===== config.mk =====
export PLATFORM = sky130hd
export DESIGN_NAME = pclk_ctrl
export DESIGN_NICKNAME = d
export VERILOG_FILES = /design/src/rtl/pclk_pkg.sv /design/src/rtl/pclk_regs.sv /design/src/rtl/pclk_srcsel.sv /design/src/rtl/pclk_div.sv /design/src/rtl/pclk_ctrl.sv
export SDC_FILE = /design/constraint.sdc
export NUM_CORES = 1
export LEC_CHECK = 0
export ABC_AREA = 1
export BUFFER_PORTS_ARGS = -buffer_cell sky130_fd_sc_hd__buf_2
export CAP_MARGIN = 20
export CORE_MARGIN = 2
export CORE_UTILIZATION = 26
export DETAILED_ROUTE_END_ITERATION = 12
export PLACE_DENSITY = 0.55
export SLEW_MARGIN = 20
export SYNTH_ARGS = -nofsm -noshare
export SYNTH_HDL_FRONTEND = slang
export SYNTH_HIERARCHICAL = 1
export SYNTH_SLANG_ARGS = --single-unit

===== constraint.sdc =====
create_clock -name clk -period 1.6 [get_ports clk]
set_input_delay 0.24 -clock clk [delete_from_list [all_inputs] [get_ports clk]]
set_output_delay 0.24 -clock clk [all_outputs]
set_load 0.02 [all_outputs]

===== src/rtl/pclk_pkg.sv =====
package pclk_pkg;
  typedef enum logic [1:0] {
    A_SRC  = 2'd0,
    A_DIV  = 2'd1,
    A_GATE = 2'd2,
    A_STAT = 2'd3
  } reg_addr_e;

  localparam int GATEW = 3;
  localparam logic [GATEW-1:0] GATE_OFF_CODE = 3'b111;
endpackage


===== src/rtl/pclk_regs.sv =====
module pclk_regs
  import pclk_pkg::*;
#(
  parameter int NSRC = 4,
  parameter int DIVW = 4,
  parameter int DW   = 8
) (
  input  logic              clk,
  input  logic              rst,
  input  logic              wr_en,
  input  logic [1:0]        addr,
  input  logic [DW-1:0]     wdata,
  input  logic [NSRC-1:0]   cur_src,
  input  logic [DIVW-1:0]   cur_div,
  output logic [NSRC-1:0]   req_src,
  output logic [DIVW-1:0]   req_div,
  output logic [GATEW-1:0]  gate_code,
  output logic              gate_off,
  output logic [DW-1:0]     rdata
);
  localparam logic [NSRC-1:0] SRC_RST = NSRC'(1);
  localparam int STATW = NSRC + DIVW;

  logic [NSRC-1:0] src_part;
  logic            upper_clear;
  logic            src_ok;
  logic [DW-1:0]   rd_nxt;

  assign src_part    = wdata[NSRC-1:0];
  assign upper_clear = ((wdata >> NSRC) == '0);
  assign src_ok      = (src_part != '0) && ((src_part & (src_part - 1'b1)) == '0)
                       && upper_clear;

  always_ff @(posedge clk) begin
    if (rst) begin
      req_src   <= SRC_RST;
      req_div   <= '0;
      gate_code <= '0;
    end else if (wr_en) begin
      case (reg_addr_e'(addr))
        A_SRC:   if (src_ok) req_src <= src_part;
        A_DIV:   req_div   <= wdata[DIVW-1:0];
        A_GATE:  gate_code <= wdata[GATEW-1:0];
        default: ;
      endcase
    end
  end

  assign gate_off = (gate_code == GATE_OFF_CODE);

  always_comb begin
    rd_nxt = '0;
    case (reg_addr_e'(addr))
      A_SRC:  rd_nxt[NSRC-1:0]  = req_src;
      A_DIV:  rd_nxt[DIVW-1:0]  = req_div;
      A_GATE: rd_nxt[GATEW-1:0] = gate_code;
      A_STAT: begin
        rd_nxt[NSRC-1:0]      = cur_src;
        rd_nxt[STATW-1:NSRC]  = cur_div;
      end
      default: rd_nxt = '0;
    endcase
  end

  always_ff @(posedge clk) begin
    if (rst) rdata <= '0;
    else     rdata <= rd_nxt;
  end
endmodule


===== src/rtl/pclk_srcsel.sv =====
module pclk_srcsel #(
  parameter int NSRC = 4
) (
  input  logic [NSRC-1:0] src_tick,
  input  logic [NSRC-1:0] cur_src,
  output logic            sel_tick
);
  logic [NSRC:0] chain;
  assign chain[0] = 1'b0;
  for (genvar i = 0; i < NSRC; i++) begin : g_or
    assign chain[i+1] = chain[i] | (src_tick[i] & cur_src[i]);
  end
  assign sel_tick = chain[NSRC];
endmodule


===== src/rtl/pclk_div.sv =====
module pclk_div #(
  parameter int NSRC = 4,
  parameter int DIVW = 4
) (
  input  logic            clk,
  input  logic            rst,
  input  logic            sel_tick,
  input  logic            gate_off,
  input  logic [NSRC-1:0] req_src,
  input  logic [DIVW-1:0] req_div,
  output logic [NSRC-1:0] cur_src,
  output logic [DIVW-1:0] cur_div,
  output logic            clk_en_o
);
  localparam logic [NSRC-1:0] SRC_RST = NSRC'(1);

  logic [DIVW-1:0] cnt;
  logic            period_end;

  assign period_end = sel_tick && (cnt == cur_div);

  always_ff @(posedge clk) begin
    if (rst) begin
      cnt      <= '0;
      cur_src  <= SRC_RST;
      cur_div  <= '0;
      clk_en_o <= 1'b0;
    end else begin
      clk_en_o <= period_end && !gate_off;
      if (period_end) begin
        cnt     <= '0;
        cur_src <= req_src;
        cur_div <= req_div;
      end else if (sel_tick) begin
        cnt <= cnt + 1'b1;
      end
    end
  end
endmodule


===== src/rtl/pclk_ctrl.sv =====
module pclk_ctrl
  import pclk_pkg::*;
#(
  parameter int NSRC = 4,
  parameter int DIVW = 4,
  parameter int DW   = 8
) (
  input  logic            clk,
  input  logic            rst,
  input  logic            wr_en,
  input  logic [1:0]      addr,
  input  logic [DW-1:0]   wdata,
  output logic [DW-1:0]   rdata,
  input  logic [NSRC-1:0] src_tick,
  output logic            clk_en_o,
  output logic [NSRC-1:0] src_in_use,
  output logic [DIVW-1:0] div_in_use
);
  logic [NSRC-1:0]  req_src;
  logic [DIVW-1:0]  req_div;
  logic [GATEW-1:0] gate_code;
  logic             gate_off;
  logic             sel_tick;

  pclk_regs #(.NSRC(NSRC), .DIVW(DIVW), .DW(DW)) u_regs (
    .clk(clk), .rst(rst), .wr_en(wr_en), .addr(addr), .wdata(wdata),
    .cur_src(src_in_use), .cur_div(div_in_use),
    .req_src(req_src), .req_div(req_div), .gate_code(gate_code),
    .gate_off(gate_off), .rdata(rdata)
  );

  pclk_srcsel #(.NSRC(NSRC)) u_sel (
    .src_tick(src_tick), .cur_src(src_in_use), .sel_tick(sel_tick)
  );

  pclk_div #(.NSRC(NSRC), .DIVW(DIVW)) u_div (
    .clk(clk), .rst(rst), .sel_tick(sel_tick), .gate_off(gate_off),
    .req_src(req_src), .req_div(req_div),
    .cur_src(src_in_use), .cur_div(div_in_use), .clk_en_o(clk_en_o)
  );
endmodule


### After elaboration in Yosys (flattened, before gate mapping)

Cells that the tools add are included.

* bits in registers: 32
* word-level logic and storage cells: 41
* bits of input ports: 17
* output and inout bits: 17

* bitwise operators: 9
* add/subtract/negate cells: 2
* reductions and logical operators: 14
* mux-type cells: 2
* equal/unequal tests: 5

Operators by type and width (count)
* $pmux 3 s4: 1
* $logic_not 8->1: 1
* $add 4x1->4 const B: 1
* $and 1x1->1: 4
* $and 4x4->4: 1
* $eq 2x2->1 const B: 2
* $eq 4x4->1: 1
* $logic_and 1x1->1: 4
* $logic_not 4->1: 1
* $reduce_and 2->1: 2
* $reduce_bool 4->1: 1
* $reduce_or 2->1: 2
* $sub 4x1->4 const B: 1
* $eq 3x3->1 const B: 1
* $or 1x1->1: 3
* $pmux 1 s3: 1
* $reduce_and 3->1: 1
* $eq 2x1->1 const B: 1
* $logic_not 2->1: 1
* $logic_not 1->1: 1
* $not 1->1: 1

### Depth between registers and ports, before layout

* word-level depth: 6
* mapped depth: 10

### Cells and area by module

Netlist, hierarchy kept.

Modules (own cells, without submodules)
* pclk_regs: cells each 121, seq. area each 380.4 um2, area each 849.6 um2, instances 1
* pclk_div: cells each 89, seq. area each 260.2 um2, area each 641.9 um2, instances 1
* pclk_srcsel: cells each 9, seq. area each 0.0 um2, area each 33.8 um2, instances 1

### Worst setup path before layout

Ideal clock, no wire load.

* kind: reg2reg
* start: register u_div.cur_src[2]
* end: register u_div.cnt[3]
* data required time: 1.484 ns
* setup slack: 0.237 ns
* library setup time: 0.116 ns
* data arrival time: 1.248 ns
* cell stages (with the launch flop): 10
* path buffers: 0
* cells stage by stage: dfxtp_1 nand2_1 nand2_1 inv_1 nand2_1 nand2_1 nor2_2 nand3_4 nand2_2 nor2_1

* word-level cells in the longest chain between the ends: 5

RTL lines
* start, declared: line pclk_div.sv:11 `output logic [NSRC-1:0] cur_src,`
* start signal, assigned: line pclk_div.sv:32 `cur_src <= req_src;`
* $and 1x1->1 (*): line pclk_srcsel.sv:11 `assign chain[i+1] = chain[i] | (src_tick[i] & cur_src[i]);`
* $or 1x1->1 (*) (2 in a row): line pclk_srcsel.sv:11
* named net sel_tick: line pclk_ctrl.sv:23 `logic sel_tick;`
* $logic_and 1x1->1: line pclk_div.sv:20 `assign period_end = sel_tick && (cnt == cur_div);`
* $reduce_or 2->1 (no line)
* end signal, assigned: line pclk_div.sv:35 `cnt <= cnt + 1'b1;`
* end, declared: line pclk_div.sv:17 `logic [DIVW-1:0] cnt;`

Mark *: on every way through the listed nets, which the timed path passes. The rest lies on a longest branch.
A chain may end at the register's enable or synchronous reset.

### Worst setup path in the final report

* start: register u_div.cur_src[3]
* end: register u_div.cnt[0]

* word-level cells in the longest chain between the ends: 4

RTL lines (line)
* $and 1x1->1 (*): pclk_srcsel.sv:11
* $or 1x1->1 (*): pclk_srcsel.sv:11
* named net sel_tick: pclk_ctrl.sv:23
* $logic_and 1x1->1: pclk_div.sv:20
* $reduce_or 2->1 (no line)

Marked as above.

==> impl_results.md <==
* Outcome: finished, final reports clean
* I/O Buffers at 33
* Post-Place Cells at 322
* 1st-iter DRT viols at 71
* Vias at 1440
* Placement Cell Area at 1770 um2
* Post-synth ARST share at 0%
* Cells after Synth at 219
* Fin area at 1840 um2
* Final non-filler cell total at 327
* Largest net degree at the start of global routing at 17
* R2R Setup Slk at 0.16 ns
* CP startpoint kind: register
* Total track usage at 12.3%
* Post-synthesis cell type count at 23
* Slew margin rel. at 70.0%
* Tot Pwr at 0.00161 W
* Total Wirelength at 3690 um
* Clock Sinks at 32
* Critical path data required time at 1.77 ns
* Sequential share of the synthesized area at 42.0%
* Cell Area, Synth at 1530 um2
* First-pass GRT wire length at 6180 um
* Via density at 4.40
* Clk buf depth at 2
* # fillers at 621
* Nets at 275
* Max Freq at 695 MHz
* Hold WC Path Type: input pin to register
* Clk_skew at 0.00349 ns
* Vias in the first global route at 1390
* Fraction of layout cells with a size suffix above 1 at 22.4%
* Drt first pass iters at 4
* Grt ovf at 0
* Routability Congestion at 0.758
* Hold Buf Count CTS at 0
* Worst setup EP type: register
* Number of synthesized flops with an enable pin at 0
* Diodes inserted at 0
* Ys Warns at 6
* Average wire per cell in the routed design at 11.3 um
* Flops & latches, synth at 32
* Final Hold Violating Endpoints at 0
* Core ar. at 5570 um2
* Max Transition Viols Final at 0
* Htree depth at 2
* Power density cells at 876 nW/um2
* Post-synth top flop: dfxtp_1
* Die height at 80.6 um
* RSZ-0062 raised after global routing: no
* Commonest non-fill, non-tap cell in the layout: nand2_1
* Period utilization at 89.9%
* Skew-Pair Late Insertion Delay at 0.28 ns
* Post-route ant nets at 0
* Die extent in x at 80.6 um
* Most frequent cells in the layout: nand2_1 (74), buf_2 (33), dfxtp_1 (31)
* Max Cap Viol at 0
* Layout overhead on the synthesized area at 20.8%
* Clk slew on worst S/H paths at 0.06 ns
* CTS tree: done
* Measured slew at the worst slew-check pin at 0.450 ns
* Post-Syn Nets at 237
* # rows at 27
* Post-DP HPWL at 2870 um
* Die ar. at 6490 um2
* Setup TNS at 0 ns
* Critical path class: register to register
* Initial Utilization at 27.4%
* Fin crit period at 1.44 ns
* Final setup viols at 0
* Critical-path maximum fanout at 10
* IO Pins at 34
* Root buf cell: clkbuf_8
* Avg Synthesized Cell Area at 6.96 um2
* Number of CTS-inserted buffers at 5
* Detailed-route DRC error count at 0
* VDD IR max at 0.310 mV
* CP arrival at 1.61 ns
* LEAKAGE at 0.850 nW
* Initial antenna violation count at 0
logic make-up after synthesis:
logic type | after synthesis | share of synthesized area (%)
xor gates and xnor gates | 2 | 1.15
AOI/OAI and AO/OA | 15 | 5.91
buffers and inverters | 34 | 8.45
DFF | 32 | 42.0
and+or+nand+nor | 135 | 41.7
adders and majority gates | 1 | 0.820
critical path, cell delays in order, from the launching register on:
cell and delay [ns]:
dfxtp_1 0.39, nand2_1 0.08, nand2_1 0.06, inv_1 0.05, nand2_1 0.14, nand2_1 0.09, nor2_2 0.17, nand3_4 0.16
nand2_2 0.13, nor2_1 0.06
cell usage after synthesis, types with 2 or more instances:
| library cell | instances | area (um2) |
|---|---|---|
| inv_1 | 28 | 105 |
| dfxtp_1 | 32 | 641 |
| nand4_1 | 11 | 68.8 |
| o21ai_0 | 3 | 15.0 |
| nor3_1 | 2 | 10.0 |
| nor2_4 | 3 | 33.8 |
| nor2_2 | 4 | 25.0 |
| nor2_1 | 19 | 71.3 |
| a21oi_1 | 8 | 40.0 |
| nand3_1 | 16 | 80.1 |
| nand2_1 | 74 | 278 |
| a41oi_1 | 3 | 26.3 |
| inv_2 | 4 | 15.0 |
| xor2_1 | 2 | 17.5 |
| nand2_2 | 2 | 12.5 |
layer usage:
metal / global-route usage (%) / vias to the layer above / wire (um)
li1: - / 766 / -
met1: 15.2 / 631 / 1760
met2: 19.9 / 36 / 1650
met3: 3.60 / 7 / 212
met4: 5.25 / 0 / 69
met5: 0 / - / 0
power by group:
group	total [W]	switching (W)	internal, W	leakage (nW)
clock	0.000539	0.000260	0.000279	0.0359
sequential	0.000839	0.0000176	0.000821	0.260
combinational	0.000236	0.000159	0.0000768	0.554
total	0.00161	0.000436	0.00118	0.850
per-stage QoR:
stage	utilization (%)	hold slack, ns	setup WS [ns]
after floorplan	-	0.311	0.237
after CTS	33.0	0.253	0.154
final	33.0	0.262	0.161
after detailed placement	31.8	0.467	0.167
after global routing	33.0	0.269	0.0166
after global placement	31.8	0.461	0.172
final timing paths:
check                                          from                  end  depth (start not counted)
worst min-delay path                       wdata[0]    u_regs/req_src[0]                          3
worst min register to register  u_regs/gate_code[1]  u_regs/gate_code[1]                          2
worst max register to register     u_div/cur_src[3]         u_div/cnt[0]                          9
worst max-delay path               u_div/cur_src[3]         u_div/cnt[0]                          9
state kept, by name, summed over array words and instances (netlist names):
signal            flops
u_regs/rdata          8
u_div/cnt             4
u_div/cur_div         4
u_div/cur_src         4
u_regs/req_div        4
u_regs/req_src        4
u_regs/gate_code      3
u_div/clk_en_o        1
cell type report:
type,instances,area [um2],share of cell area (%)
flip-flops and latches,32,642,34.9
clock buffers,5,68.8,3.74
inverters,32,120,6.52
repair buffers,33,165,8.97
well taps,72,90.1,4.89
multi-input cells,153,756,41.0
repair_timing:
action | CTS | global route
setup buffers | 0 | 0
endpoints found under the setup margin | 0 | 1
gates resized for setup | 0 | 1
No activity file was read; power rests on OpenSTA's default activity.
